--- src/rtl/csg_pkg.sv ---
package csg_pkg;
  localparam int CYC_W = 2;
  typedef logic [CYC_W-1:0] cyc_t;

  // request slots of the arbiter, highest priority first
  localparam int G_XS   = 0;
  localparam int G_IS   = 1;
  localparam int G_FC   = 2;
  localparam int G_WM   = 3;
  localparam int G_CL   = 4;
  localparam int N_KIND = 5;

  function automatic cyc_t cyc_after(cyc_t c);
    return c + cyc_t'(1);
  endfunction

  function automatic cyc_t cyc_before(cyc_t c);
    return c - cyc_t'(1);
  endfunction
endpackage

--- src/rtl/csg_arbiter.sv ---
module csg_arbiter #(
  parameter int N = 5
) (
  input  logic [N-1:0] req,
  output logic [N-1:0] gnt
);
  always_comb begin
    logic taken;
    taken = 1'b0;
    for (int i = 0; i < N; i++) begin
      gnt[i] = req[i] & ~taken;
      taken  = taken | req[i];
    end
  end
endmodule

--- src/rtl/csg_sweep.sv ---
module csg_sweep
  import csg_pkg::*;
#(
  parameter int LINES    = 8,
  parameter int LW       = 3,
  parameter int BUDGET_W = 4,
  parameter int STEPS    = 2
) (
  input  logic          clk,
  input  logic          rst_n,
  input  logic          add,
  input  logic          step,
  output logic          budget_nz,
  output logic          pass_start,
  output logic          line_step,
  output logic [LW-1:0] ptr,
  output cyc_t          epoch
);
  localparam int BMAX = (1 << BUDGET_W) - 1;

  logic                active;
  logic [BUDGET_W-1:0] budget;

  function automatic logic [BUDGET_W-1:0] sat_add(logic [BUDGET_W-1:0] b);
    int s;
    s = int'(b) + STEPS;
    return (s > BMAX) ? BUDGET_W'(BMAX) : BUDGET_W'(s);
  endfunction

  assign budget_nz  = (budget != '0);
  assign pass_start = step & ~active;
  assign line_step  = step & active;

  always_ff @(posedge clk or negedge rst_n) begin
    if (!rst_n) begin
      budget <= '0;
      active <= 1'b0;
      ptr    <= '0;
      epoch  <= '0;
    end else begin
      if (add)       budget <= sat_add(budget);
      else if (step) budget <= budget - BUDGET_W'(1);
      if (pass_start) begin
        epoch  <= cyc_after(epoch);
        ptr    <= '0;
        active <= 1'b1;
      end
      if (line_step) begin
        if (ptr == LW'(LINES - 1)) begin
          active <= 1'b0;
          ptr    <= '0;
        end else begin
          ptr <= ptr + LW'(1);
        end
      end
    end
  end
endmodule

--- src/rtl/csg_line_store.sv ---
module csg_line_store #(
  parameter int LINES = 8,
  parameter int LW    = 3,
  parameter int SN_W  = 5,
  parameter int TW    = 2,
  parameter int RPN_W = 6
) (
  input  logic             clk,
  input  logic             rst_n,
  input  logic [LW-1:0]    ra_idx,
  output logic [SN_W-1:0]  ra_sn,
  output logic [TW-1:0]    ra_tlb,
  output logic [RPN_W-1:0] ra_rpn,
  input  logic [LW-1:0]    rb_idx,
  output logic [SN_W-1:0]  rb_sn,
  output logic [TW-1:0]    rb_tlb,
  output logic [RPN_W-1:0] rb_rpn,
  input  logic             we_sn,
  input  logic             we_tag,
  input  logic [LW-1:0]    waddr,
  input  logic [SN_W-1:0]  wsn,
  input  logic [TW-1:0]    wtlb,
  input  logic [RPN_W-1:0] wrpn
);
  logic [SN_W-1:0]  sn_q  [LINES];
  logic [TW-1:0]    tlb_q [LINES];
  logic [RPN_W-1:0] rpn_q [LINES];

  assign ra_sn  = sn_q[ra_idx];
  assign ra_tlb = tlb_q[ra_idx];
  assign ra_rpn = rpn_q[ra_idx];
  assign rb_sn  = sn_q[rb_idx];
  assign rb_tlb = tlb_q[rb_idx];
  assign rb_rpn = rpn_q[rb_idx];

  always_ff @(posedge clk or negedge rst_n) begin
    if (!rst_n) begin
      for (int i = 0; i < LINES; i++) begin
        sn_q[i]  <= '0;
        tlb_q[i] <= '0;
        rpn_q[i] <= '0;
      end
    end else begin
      if (we_sn) sn_q[waddr] <= wsn;
      if (we_tag) begin
        tlb_q[waddr] <= wtlb;
        rpn_q[waddr] <= wrpn;
      end
    end
  end
endmodule

--- src/rtl/code_seq_guard.sv ---
module code_seq_guard
  import csg_pkg::*;
#(
  parameter int TLB_N    = 4,
  parameter int RT_N     = 4,
  parameter int LINES    = 8,
  parameter int CNT_W    = 3,
  parameter int RPN_W    = 6,
  parameter int STEPS    = 2,
  parameter int BUDGET_W = 4
) (
  input  logic                         clk,
  input  logic                         rst_n,
  input  logic                         xs_vld,
  input  logic [RPN_W-1:0]             xs_rpn,
  input  logic                         is_vld,
  input  logic [$clog2(TLB_N)-1:0]     is_tlb,
  input  logic                         fc_vld,
  input  logic [$clog2(LINES)-1:0]     fc_line,
  input  logic [$clog2(TLB_N)-1:0]     fc_tlb,
  input  logic                         wm_vld,
  input  logic [$clog2(TLB_N)-1:0]     wm_tlb,
  input  logic [RPN_W-1:0]             wm_rpn,
  output logic                         fc_rsp,
  output logic                         fc_hit,
  output logic                         wm_rsp,
  output logic                         wm_ok,
  output logic [CYC_W-1:0]             epoch
);
  localparam int TW    = $clog2(TLB_N);
  localparam int RW    = $clog2(RT_N);
  localparam int LW    = $clog2(LINES);
  localparam int SN_W  = CNT_W + CYC_W;
  localparam int MAX_W = CNT_W + 1;

  // ---------------- number arithmetic ----------------
  function automatic logic [CNT_W-1:0] cnt_of(logic [SN_W-1:0] s);
    return s[CNT_W-1:0];
  endfunction

  function automatic cyc_t cyc_of(logic [SN_W-1:0] s);
    return s[SN_W-1:CNT_W];
  endfunction

  function automatic logic line_matches(logic [SN_W-1:0] ls, logic [SN_W-1:0] ps, cyc_t cur);
    return (cnt_of(ls) == cnt_of(ps)) &&
           ((cyc_of(ls) == cyc_of(ps)) ||
            (cyc_of(ls) == cur && cyc_of(ps) == cyc_before(cur)));
  endfunction

  function automatic logic [MAX_W-1:0] raised_max(logic [MAX_W-1:0] m, logic [SN_W-1:0] s, cyc_t nxt);
    logic [MAX_W-1:0] bumped;
    bumped = {1'b0, cnt_of(s)} + MAX_W'(1);
    return (cyc_of(s) == nxt && bumped > m) ? bumped : m;
  endfunction

  // ---------------- page state ----------------
  logic [TLB_N-1:0] hot_q;
  logic [SN_W-1:0]  psn_q  [TLB_N];
  logic [RPN_W-1:0] prpn_q [TLB_N];
  logic [TW-1:0]    rt_q   [RT_N];
  logic [MAX_W-1:0] maxc_q;

  // ---------------- arbitration ----------------
  logic [N_KIND-1:0] req, gnt;
  logic              budget_nz, pass_start, line_step;
  logic [LW-1:0]     ptr;
  cyc_t              nxt, prv;

  assign req = {budget_nz, wm_vld, fc_vld, is_vld, xs_vld};

  csg_arbiter #(.N(N_KIND)) u_arb (.req(req), .gnt(gnt));

  assign nxt = cyc_after(epoch);
  assign prv = cyc_before(epoch);

  // ---------------- stores ----------------
  logic [RW-1:0] xs_slot;
  logic [TW-1:0] xs_tgt, chill_tgt;
  logic          xs_live, chill_en;

  assign xs_slot   = xs_rpn[RW-1:0];
  assign xs_tgt    = rt_q[xs_slot];
  assign xs_live   = hot_q[xs_tgt] && (prpn_q[xs_tgt] == xs_rpn);
  assign chill_en  = (gnt[G_XS] & xs_live) | (gnt[G_IS] & hot_q[is_tlb]);
  assign chill_tgt = gnt[G_XS] ? xs_tgt : is_tlb;

  // ---------------- fetch check ----------------
  logic [SN_W-1:0]  la_sn, lb_sn, f_page, s_page, line_wsn;
  logic [TW-1:0]    la_tlb, lb_tlb;
  logic [RPN_W-1:0] la_rpn, lb_rpn;
  logic             f_hit, f_miss, refill;

  assign f_page = psn_q[fc_tlb];
  assign f_hit  = hot_q[fc_tlb] && (la_tlb == fc_tlb) &&
                  (la_rpn == prpn_q[fc_tlb]) && line_matches(la_sn, f_page, epoch);
  assign f_miss = gnt[G_FC] & ~f_hit;
  assign refill = f_miss & hot_q[fc_tlb];

  // ---------------- warm ----------------
  logic [RW-1:0]    w_slot;
  logic [TW-1:0]    w_old;
  logic             w_same, w_vict, w_room, w_ok, w_take;
  logic [MAX_W-1:0] w_cand;

  assign w_same = hot_q[wm_tlb] && (prpn_q[wm_tlb] == wm_rpn);
  assign w_slot = wm_rpn[RW-1:0];
  assign w_old  = rt_q[w_slot];
  assign w_vict = ~w_same && (w_old != wm_tlb) && hot_q[w_old];
  assign w_cand = w_vict ? raised_max(maxc_q, psn_q[w_old], nxt) : maxc_q;
  assign w_room = ~w_cand[CNT_W];
  assign w_ok   = w_same | w_room;
  assign w_take = gnt[G_WM] & ~w_same & w_room;

  // ---------------- sweep ----------------
  logic s_visit, s_keep;

  csg_sweep #(.LINES(LINES), .LW(LW), .BUDGET_W(BUDGET_W), .STEPS(STEPS)) u_sweep (
    .clk(clk), .rst_n(rst_n), .add(f_miss), .step(gnt[G_CL]),
    .budget_nz(budget_nz), .pass_start(pass_start), .line_step(line_step),
    .ptr(ptr), .epoch(epoch)
  );

  assign s_page  = psn_q[lb_tlb];
  assign s_visit = line_step && (cyc_of(lb_sn) == prv) && (cnt_of(lb_sn) != '0);
  assign s_keep  = hot_q[lb_tlb] && (prpn_q[lb_tlb] == lb_rpn) &&
                   (cnt_of(s_page) == cnt_of(lb_sn)) &&
                   (cyc_of(s_page) == prv || cyc_of(s_page) == epoch);

  assign line_wsn = refill ? f_page :
                    s_keep ? {epoch, cnt_of(lb_sn)} : {cyc_of(lb_sn), CNT_W'(0)};

  csg_line_store #(.LINES(LINES), .LW(LW), .SN_W(SN_W), .TW(TW), .RPN_W(RPN_W)) u_lines (
    .clk(clk), .rst_n(rst_n),
    .ra_idx(fc_line), .ra_sn(la_sn), .ra_tlb(la_tlb), .ra_rpn(la_rpn),
    .rb_idx(ptr), .rb_sn(lb_sn), .rb_tlb(lb_tlb), .rb_rpn(lb_rpn),
    .we_sn(refill | s_visit), .we_tag(refill),
    .waddr(refill ? fc_line : ptr), .wsn(line_wsn),
    .wtlb(fc_tlb), .wrpn(prpn_q[fc_tlb])
  );

  // ---------------- page state update ----------------
  always_ff @(posedge clk or negedge rst_n) begin
    if (!rst_n) begin
      hot_q  <= '0;
      maxc_q <= MAX_W'(1);
      for (int i = 0; i < TLB_N; i++) begin
        psn_q[i]  <= '0;
        prpn_q[i] <= '0;
      end
      for (int j = 0; j < RT_N; j++) rt_q[j] <= '0;
    end else begin
      if (chill_en) begin
        hot_q[chill_tgt] <= 1'b0;
        maxc_q           <= raised_max(maxc_q, psn_q[chill_tgt], nxt);
      end
      if (w_take) begin
        rt_q[w_slot] <= wm_tlb;
        if (w_vict) hot_q[w_old] <= 1'b0;
        hot_q[wm_tlb]  <= 1'b1;
        prpn_q[wm_tlb] <= wm_rpn;
        psn_q[wm_tlb]  <= {nxt, w_cand[CNT_W-1:0]};
        maxc_q         <= w_cand + MAX_W'(1);
      end
      if (pass_start) maxc_q <= MAX_W'(1);
      if (s_visit && s_keep) psn_q[lb_tlb] <= {epoch, cnt_of(s_page)};
    end
  end

  // ---------------- responses ----------------
  always_ff @(posedge clk or negedge rst_n) begin
    if (!rst_n) begin
      fc_rsp <= 1'b0;
      fc_hit <= 1'b0;
      wm_rsp <= 1'b0;
      wm_ok  <= 1'b0;
    end else begin
      fc_rsp <= gnt[G_FC];
      fc_hit <= gnt[G_FC] & f_hit;
      wm_rsp <= gnt[G_WM];
      wm_ok  <= gnt[G_WM] & w_ok;
    end
  end
endmodule

--- config.mk ---
export PLATFORM = sky130hd
export DESIGN_NAME = code_seq_guard
export DESIGN_NICKNAME = d
export VERILOG_FILES = /design/src/rtl/csg_pkg.sv /design/src/rtl/csg_arbiter.sv /design/src/rtl/csg_sweep.sv /design/src/rtl/csg_line_store.sv /design/src/rtl/code_seq_guard.sv
export SDC_FILE = /design/constraint.sdc
export NUM_CORES = 1
export LEC_CHECK = 0
export ABC_AREA = 1
export BUFFER_PORTS_ARGS = -buffer_cell sky130_fd_sc_hd__buf_2
export CORE_MARGIN = 5
export CORE_UTILIZATION = 25
export DETAILED_ROUTE_END_ITERATION = 8
export GPL_ROUTABILITY_DRIVEN = 0
export GPL_TIMING_DRIVEN = 1
export PLACE_DENSITY_LB_ADDON = 0.1
export SETUP_SLACK_MARGIN = 0.1
export SLEW_MARGIN = 10
export SYNTH_ARGS = -nofsm -noshare
export SYNTH_HDL_FRONTEND = slang
export SYNTH_SLANG_ARGS = --single-unit
--- constraint.sdc ---
create_clock -name clk -period 7.5 [get_ports clk]
set_input_delay 0.375 -clock clk [delete_from_list [all_inputs] [get_ports clk]]
set_output_delay 0.375 -clock clk [all_outputs]
set_load 0.1 [all_outputs]
==> results of run 1 <==
per-layer routing:
| metal | vias to the layer above | track usage [%] | share of wire (%) |
|---|---|---|---|
| li1 | 6555 | - | - |
| met5 | - | 0 | 0 |
| met2 | 231 | 28.44 | 46 |
| met4 | 0 | 5.522 | 2.1 |
| met3 | 45 | 2.789 | 3.9 |
| met1 | 6043 | 24.80 | 48 |
area by class of cell:
type / instances / area, sq um / area share (%)
multi-input cells: 1558 / 7482 / 51.54
flip-flops and latches: 178 / 4457 / 30.70
inverters: 232 / 880.8 / 6.067
well taps: 688 / 860.8 / 5.929
clock buffers: 18 / 429.2 / 2.956
repair buffers: 42 / 246.5 / 1.698
clock inverters: 13 / 158.9 / 1.095
diodes: 1 / 2.502 / 0.01724
worst max-delay path, stage by stage, from the launching register on:
cell,delay [ns]
dfrtp_1,0.40
nand2_1,0.07
o21ai_0,0.08
nand2_1,0.10
nand2_2,0.32
o21ai_0,0.34
nand2_1,0.08
nand3_1,0.14
inv_1,0.09
ha_1,0.31
ha_1,0.29
a21oi_1,0.15
o21bai_1,0.09
a21oi_1,0.13
a21oi_1,0.05
nand2_1,0.08
inv_1,0.04
nand2_1,0.07
nand2_2,0.08
inv_4,0.14
nand2_8,0.19
nor2_4,0.44
inv_1,0.14
nand2_1,0.07
o21ai_0,0.08
metrics by stage:
stage	cell area, sq um	worst slack (ns)	std cells
finish	14520	3.376	2730
global route	14520	2.902	2729
CTS	14520	3.332	2729
detailed placement	13920	2.899	2697
global placement	13920	2.937	2697
floorplan	13390	4.178	2050
cell usage after synthesis, types with 5 or more instances:
library cell / instances / share of area, %
inv_1: 209 / 5.9
o22ai_1: 5 / 0.23
a21oi_1: 92 / 3.4
nand2_2: 29 / 1.4
xor2_1: 10 / 0.65
nand3b_1: 6 / 0.34
nor2_4: 12 / 1.0
nand3_1: 187 / 7.0
clkbuf_1: 8 / 0.22
nor2_8: 6 / 0.90
nand2_4: 15 / 1.3
nand2_1: 771 / 22
inv_2: 16 / 0.45
dfrtp_1: 177 / 33
o21a_1: 6 / 0.34
nor2_2: 13 / 0.61
o21ai_0: 149 / 5.6
o211ai_1: 33 / 1.9
buf_6: 17 / 1.4
buf_4: 17 / 0.95
nand4_1: 16 / 0.75
nor3_1: 5 / 0.19
nor2_1: 86 / 2.4
ha_1: 15 / 1.4
o21ai_1: 66 / 2.5
buf_2: 32 / 1.2
power by group through the flow:
stage	clock network, mW	logic (mW)	registers (mW)
after floorplan	0	2.46	1.52
after global placement	0	3.30	1.62
after detailed placement	0	3.31	1.62
after CTS	1.01	3.33	1.60
after global routing	1.04	3.78	1.65
final	0.972	3.30	1.61
registers in the layout, summed over array words and instances (netlist names):
| signal | count |
|---|---|
| fc_hit | 1 |
| prpn_q | 24 |
| wm_ok | 1 |
| u_sweep.epoch | 2 |
| maxc_q | 4 |
| psn_q | 20 |
| u_sweep.budget | 4 |
| u_lines.sn_q | 40 |
| u_sweep.active | 1 |
| hot_q | 4 |
| u_lines.rpn_q | 48 |
| rt_q | 8 |
| fc_rsp | 1 |
| u_sweep.ptr | 3 |
| wm_rsp | 1 |
| u_lines.tlb_q | 16 |
cells in the final DEF (no fill, tap or decap), types with 10 or more instances in the layout:
cell / count
inv_2: 16
o21ai_1: 66
buf_2: 31
dfrtp_1: 176
inv_1: 209
o211ai_1: 33
nor2_1: 86
nand4_1: 16
nand2_4: 15
a21oi_1: 92
o21ai_0: 149
nor2_2: 13
ha_1: 15
nand3_1: 187
nand2_1: 771
xor2_1: 10
nor2_4: 12
nand2_2: 29
clkbuf_16: 17
cell families after synthesis:
logic type	synth area share (%)
buffers and inverters	10.83
adders and majority gates	1.402
DFF	33.28
AOI/OAI and AO/OA	14.95
xor gates and xnor gates	0.7196
and+or+nand+nor	38.81
worst max-delay path by stage:
stage               cells past startpoint               end  slack [ns]  startpoint
floorplan                              23         maxc_q[3]        4.18   xs_rpn[0]
global placement                       24          psn_q[2]        2.94   wm_rpn[1]
detailed placement                     17  u_lines.sn_q[29]        2.90  fc_line[1]
CTS                                    24          psn_q[2]        3.33     rt_q[4]
global route                           23         maxc_q[2]        2.90     rt_q[3]
finish                                 24          psn_q[2]        3.38     rt_q[4]
timing repair:
item / in CTS / in global routing
resized for setup: 0 / 0
hold endpoints to repair: 76 / 0
hold buffers: 1 / 0
==> qor.yml, run 1 <==
sta:
  maxSlewHeadroom_pct: 22.68
  fmax_ghz: 0.2425
  rsz0062_at_grt: "false"
  holdWs_ns: 0.1616
  fin_skew_ns: 0.01359
  tightest_slew_ns: 1.153
  setup_viol: 0
  hold_viol: 0
  slew_violations: 0
  finalSetupTns_ns: 0
  period_share_pct: 54.98
  period_needed_ns: 4.124
pwr:
  ir_drop_v: 0.0002224
  pwr-share-seq_pct: 27.3
  comb_power_share_pct: 56.2
  p_total_mw: 5.881
  switching_share_pct: 52.61
  p_int_mw: 2.787
  power_density_mw_per_mm2: 405.1
  pwr-share-clk_pct: 16.5
  p_leak_nw: 7.372
  p_switching_mw: 3.094
critical_path:
  r2r-end: "psn_q[2]"
  r2r_slack_ns: 3.38
  cp.arrival_ns: 4.50
  cp-start-kind: "flop"
  cp_max_fo: 28
  endpoint_kind: "flop"
  r2r_cells: 24
  cp.required_ns: 7.88
  critical_path_class: "flop to flop"
  reg2reg_from: "rt_q[4]"
detailed_routing:
  drcViolationCount: 0
  postRouteAntennaNets: 0
  first_iter_violations: 1030
  wire_per_inst_microns: 18.46
  vias: 12870
  viasPerCell: 4.716
  drt_pre_antenna_iters: 7
  wl_mm: 50.41
final_layout:
  fin_util_pct: 27.52
  nFillCells: 5973
  nNetsFinal: 2071
  area_growth_pct: 8.439
  drive_above_1_share_pct: 9.015
floorplanning:
  fp.dieW_microns: 241.4
  dieHeight_microns: 241.4
  core.rowCount: 84
  core_area_sq_mm: 0.05276
  ioPinCount: 33
  die_area_sq_mm: 0.05828
  start_util_pct: 25.37
placement:
  numPortBuffers: 32
  dp_hpwl_mm: 35.93
clock_network:
  h-tree-depth: 4
  clockBufferDepth: 2
  clkLatencyLatePin_ns: 0.50
  clockRootBuffer: "clkbuf_16"
  clkTransAtPathRegs_ns: 0.07
  cts_sinks: 178
  cts_inserted_buffers: 17
  cts_tree: "yes"
  cts.repair_timing.setup_buffer_count: 0
hold_path:
  min_path_cells: 3
  hp-class: "input pin to flop"
  whs_endpoint: "prpn_q[15]"
  min_from: "wm_rpn[3]"
global_routing:
  grt_max_degree: 79
  grt_overflow_total: 0
  grt_pass1_wl_mm: 78.34
  grt_pass1_vias: 12470
  antenna_found_initial: 1
  grt_usage_pct: 17.78
synthesis:
  synth_edf_count: 0
  yosys.cell_types.count: 57
  postSynthCellCount: 2050
  syn-cell-area_sq_mm: 0.01339
  async_reset_ff_share_pct: 100.0
  synthFlopType: "dfrtp_1"
  synth-seq-cells: 178
  yosys_warnings: 0
  ys_seq_area_share_pct: 33.28
  synth_nets: 2092
  syn_area_per_cell_sq_um: 6.531
run:
  drv_cap: 0
status:
  status: "completed"
Power figures use the tool's default switching activity.
==> run 2, diff against run 1 <==
- clock period: 7.5 -> 3.45 ns (I/O delays scaled with it)
==> run 2 against run 1 <==
Effect of this change: sequential power increased by 110%; largest power group unchanged; highest routed layer unchanged; via count increased by 5.6%; setup slack got worse by 3.3 ns; routed wire length increased by 4.3%; combinational power increased to 2.6 times the previous value; register-to-register slack got worse by 3.3 ns; final area increased by 13%.
==> qor.yml, run 2 (same netlist as run 1, synthesis figures left out) <==
status:
  status: "completed"
global_routing:
  grt_max_degree: 95
  grt_usage_pct: 18.19
  grt_overflow_total: 0
  grt_pass1_vias: 13080
  grt_pass1_wl_mm: 80.07
  antenna_found_initial: 0
final_layout:
  layout_common_cells: "nand2_1, inv_1, nand3_1"
  fin_util_pct: 31.07
  reg_top3: "u_lines.rpn_q (48), u_lines.sn_q (40), prpn_q (24)"
  area_growth_pct: 22.44
  stdcell_count: 2869
  nNetsFinal: 2210
  n_antenna_cell: 0
  largest_register_ffs: 48
  top_register: "u_lines.rpn_q"
  final_common_cell: "nand2_1"
  nFillCells: 5822
  drive_above_1_share_pct: 19.39
critical_path:
  cp.required_ns: 3.86
  r2r-end: "prpn_q[2]"
  reg2reg_from: "rt_q[2]"
  critical_path_class: "flop to flop"
  cp.arrival_ns: 3.76
  cp_max_fo: 6
  cp-start-kind: "flop"
  r2r_cells: 26
  endpoint_kind: "flop"
  r2r_slack_ns: 0.10
clock_network:
  clkTransAtPathRegs_ns: 0.07
  cts_tree: "yes"
  clockBufferDepth: 2
  cts_inserted_buffers: 17
  clockRootBuffer: "clkbuf_16"
  clkLatencyLatePin_ns: 0.50
  cts_sinks: 178
  h-tree-depth: 4
floorplanning:
  fp.dieW_microns: 241.4
  dieHeight_microns: 241.4
  core_area_sq_mm: 0.05276
  core.rowCount: 84
  ioPinCount: 33
  start_util_pct: 25.37
  die_area_sq_mm: 0.05828
sta:
  tightest_slew_ns: 0.9139
  setup_viol: 0
  fin_skew_ns: 0.01808
  fmax_ghz: 0.2987
  hold_viol: 0
  holdWs_ns: 0.05025
  rsz0062_at_grt: "true"
  setup_ws_ns: 0.1023
  period_share_pct: 97.03
  finalSetupTns_ns: 0
  period_needed_ns: 3.348
  maxSlewHeadroom_pct: 39.07
  slew_violations: 0
placement:
  numPlacedInstances: 2797
  dp_hpwl_mm: 37.36
  numPortBuffers: 32
  pre_cts_ws_ns: -0.05445
hold_path:
  hp-class: "input pin to flop"
  min_from: "wm_tlb[0]"
  whs_endpoint: "rt_q[4]"
  min_path_cells: 3
run:
  drv_cap: 0
detailed_routing:
  drcViolationCount: 0
  viasPerCell: 4.737
  first_iter_violations: 969
  wl_mm: 52.56
  wire_per_inst_microns: 18.32
  vias: 13590
  postRouteAntennaNets: 0
  drt_pre_antenna_iters: 5
pwr:
  power_density_mw_per_mm2: 874.9
  p_leak_nw: 8.318
  ir_drop_v: 0.0005898
[run 2: cell count changes in the layout (fill, tap and decap cells not counted), sizes merged]
cell         delta
buf           +129
bufinv          +3
clkinvlp        -1
diode           -1
dlygate4sd3     +6
nand2           +3
[run 2: repair_timing]
item	4_1_cts	5_1_grt
pin swaps	16	37
endpoints found under the setup margin	58	84
gates cloned	3	3
resized for setup	31	154
hold endpoints to repair	106	0
setup buffers	10	19
hold buffers	7	0
[run 2: metal layers]
metal  global-route usage (%)  up-vias  part of all wire (%)
met5                        0        -                     0
met4                    5.300        0                   2.2
met3                    3.165       67                   3.7
met2                    29.47      264                    46
met1                    25.00     6410                    48
li1                         -     6849                     -
[run 2: how the worst max path moves through the flow]
| stage | startpoint | endpoint | slack (ns) | depth (start not counted) |
|---|---|---|---|---|
| floorplan | u_sweep.epoch[1] | u_lines.rpn_q[16] | 0.27 | 17 |
| global placement | rt_q[2] | maxc_q[3] | 0.0004 | 25 |
| detailed placement | rt_q[2] | maxc_q[3] | -0.05 | 25 |
| CTS | rt_q[7] | maxc_q[1] | 0.13 | 24 |
| global route | rt_q[0] | psn_q[13] | -0.18 | 26 |
| finish | rt_q[2] | prpn_q[2] | 0.10 | 26 |
[run 2: area by class of cell]
cell class,instances,area (sq um),share of cell area (%)
clock inverter,15,251.5,1.534
clock buffer,17,425.4,2.595
tap,688,860.8,5.252
timing repair buffer,178,1523,9.289
inverter,232,887.1,5.412
multi-input combinational,1561,7988,48.73
sequential,178,4457,27.19
[run 2: worst max-delay path, stage by stage, from the launching register on]
cell and delay (ns):
dfrtp_1 0.37, inv_2 0.05, o21ai_2 0.15, nand2_2 0.11
nand2_4 0.16, buf_6 0.12, nand3_2 0.06, nand3_2 0.11
inv_2 0.06, ha_4 0.16, xor2_2 0.15, ha_1 0.28
inv_1 0.06, o21bai_1 0.08, a21oi_1 0.15, a21oi_1 0.05
nand2_1 0.07, inv_1 0.04, nand2_1 0.06, nand2_2 0.07
clkinv_4 0.11, nand2_8 0.09, buf_4 0.19, nor2_4 0.19
buf_6 0.16, nand2_1 0.05, o21ai_0 0.07
[run 2: stage by stage]
step | total power, mW | cell area [sq um]
final | 14.34 | 16390
after global routing | 15.72 | 16390
after CTS | 13.87 | 15750
after detailed placement | 11.21 | 14790
after global placement | 11.17 | 14790
after floorplan | 8.660 | 13390
[run 2: report_power, final]
| part | leakage, nW | total (mW) | internal [mW] | switching [mW] |
|---|---|---|---|---|
| registers | 2.29 | 3.45 | 2.79 | 0.661 |
| logic | 5.70 | 8.54 | 2.99 | 5.55 |
| clock network | 0.331 | 2.36 | 1.37 | 0.990 |
==> run 3, diff against run 2 <==
- CORE_UTILIZATION: 25 -> 58
==> run 3 against run 2 <==
Effect of this change: die area shrank 55%; count of clock-buffer cells in the layout grew 1; final area shrank 8.1%.
==> qor.yml, run 3 (same netlist as run 1, synthesis figures left out) <==
status:
  status: "completed"
final_layout:
  multiInputGateArea_sq_mm: 0.007782
  layout_common_cells: "nand2_1, inv_1, nand3_1"
  area_growth_pct: 12.52
  fin_util_pct: 66.34
  nNetsFinal: 2157
  n_antenna_cell: 0
  reg_top3: "u_lines.rpn_q (48), u_lines.sn_q (40), prpn_q (24)"
  nFillCells: 2006
  final_common_cell: "nand2_1"
  top_register: "u_lines.rpn_q"
  largest_register_ffs: 48
  drive_above_1_share_pct: 15.32
  regArea_sq_mm: 0.004457
global_routing:
  grt_max_degree: 72
  grt_overflow_total: 0
  grt_usage_pct: 33.08
  grt_pass1_vias: 13250
  grt_pass1_wl_mm: 69.54
  antenna_found_initial: 1
sta:
  period_needed_ns: 3.377
  rsz0062_at_grt: "true"
  period_share_pct: 97.88
  fin_skew_ns: 0.01469
  hold_viol: 0
  tightest_slew_ns: 0.8494
  maxSlewHeadroom_pct: 43.37
  slew_violations: 0
  setup_viol: 0
  fmax_ghz: 0.2961
  setup_ws_ns: 0.07321
clock_network:
  clkTransAtPathRegs_ns: 0.08
  cts_tree: "yes"
  clockRootBuffer: "clkbuf_16"
  clkLatencyLatePin_ns: 0.45
  cts_inserted_buffers: 17
  h-tree-depth: 4
  cts_sinks: 178
  clockBufferDepth: 2
detailed_routing:
  wire_per_inst_microns: 18.13
  drcViolationCount: 0
  vias: 14150
  wl_mm: 43.76
  viasPerCell: 5.864
  postRouteAntennaNets: 0
  drt_pre_antenna_iters: 6
  first_iter_violations: 1848
floorplanning:
  ioPinCount: 33
  fp.dieW_microns: 161.9
  core.rowCount: 55
  die_area_sq_mm: 0.02622
  core_area_sq_mm: 0.02271
  dieHeight_microns: 161.9
  start_util_pct: 58.95
critical_path:
  cp-start-kind: "flop"
  cp.arrival_ns: 3.71
  cp.required_ns: 3.78
  critical_path_class: "flop to flop"
  cp_common_cell: "nand2_1"
  cp_slowest_cell: "dfrtp_1"
  cp_max_fo: 12
  critPathMaxStageDelay_ns: 0.37
  endpoint_kind: "flop"
pwr:
  switching_share_pct: 50.62
  p_int_mw: 6.691
  ir_drop_v: 0.0009503
  comb_power_share_pct: 58.7
  p_leak_nw: 7.902
  pwr-share-seq_pct: 25.4
  pwr-share-clk_pct: 15.9
  power_density_mw_per_mm2: 899.5
  p_switching_mw: 6.860
placement:
  dp_hpwl_mm: 29.97
  numPortBuffers: 32
  pre_cts_ws_ns: -0.04171
hold_path:
  hp-class: "input pin to flop"
run:
  drv_cap: 0
## run 3: changes by cell type in the layout (fill, tap and decap cells not counted), moves of 5 or more
cell	delta
buf_12	-10
buf_4	-31
buf_6	-10
dlygate4sd3_1	-5
nand2_4	-16
nand2_2	-18
nand2_1	+35
o21ai_0	+10
o21ai_2	-10
## run 3: layer usage
metal | share of wire (%) | track usage, % | wire, microns | vias up
met2 | 46 | 53.82 | 20170 | 814
met5 | 0.030 | 0 | 13 | -
met3 | 8.7 | 5.506 | 3821 | 166
li1 | - | - | - | 6730
met4 | 4.7 | 14.49 | 2038 | 2
met1 | 40 | 43.72 | 17710 | 6437
## run 3: critical path: cells and delay by family (launching register included)
| kind | cells | cell delay [ns] |
|---|---|---|
| adder cells (fa/ha/maj) | 1 | 0.27 |
| buffers and inverters | 7 | 0.77 |
| XOR/XNOR | 1 | 0.19 |
| flip-flops | 1 | 0.37 |
| AND/OR/NAND/NOR | 10 | 1.06 |
| AO/OA/AOI/OAI | 6 | 0.59 |
## run 3: power groups by stage
stage                     clock [mW]  sequential, mW  combinational [mW]
final                           2.16            3.44                7.95
after global routing            2.25            3.51                8.85
after CTS                       2.16            3.39                7.38
after detailed placement           0            3.42                7.21
after global placement             0            3.41                7.02
after floorplan                    0            3.30                5.36
## run 3: layout make-up
type | instances | share of cell area, %
Clock buffer | 18 | 2.915
Multi-Input combinational cell | 1562 | 51.66
Sequential cell | 178 | 29.58
Clock inverter | 14 | 1.254
Tap cell | 285 | 2.367
Inverter | 232 | 5.905
Timing Repair Buffer | 124 | 6.312
## run 3: what timing repair did
action | in CTS | in global routing
setup buffers | 9 | 18
gates resized for setup | 12 | 91
hold endpoints to repair | 69 | 0
pin swaps | 5 | 36
endpoints found under the setup margin | 47 | 60
cloned | 4 | 2
hold buffers | 2 | 0
## run 3: path summary, 6_finish.rpt
| check | from | end | slack (ns) | cells after the start |
|---|---|---|---|---|
| max in group asynchronous | rst_n | hot_q[0] | 2.07 | 3 |
| hold reg to reg | u_lines.sn_q[12] | u_lines.sn_q[12] | 0.48 | 2 |
| min in group asynchronous | rst_n | u_lines.rpn_q[22] | 0.31 | 2 |
| setup reg to reg | rt_q[6] | psn_q[10] | 0.07 | 25 |
| hold / removal | wm_rpn[5] | prpn_q[23] | 0.02 | 3 |
| setup / recovery | rt_q[6] | psn_q[10] | 0.07 | 25 |
## run 3: through the flow
stage,cell area (sq um),cells,hold slack (ns),power (mW),setup TNS [ns]
final,15060,2413,0.02352,13.55,0
after global routing,15060,2413,0.02889,14.62,-1.086
after CTS,14630,2393,0.009195,12.94,0
after detailed placement,13840,2346,0.2569,10.63,-0.1802
after global placement,13840,2346,0.2534,10.42,0
after floorplan,13390,2050,-0.1231,8.660,0
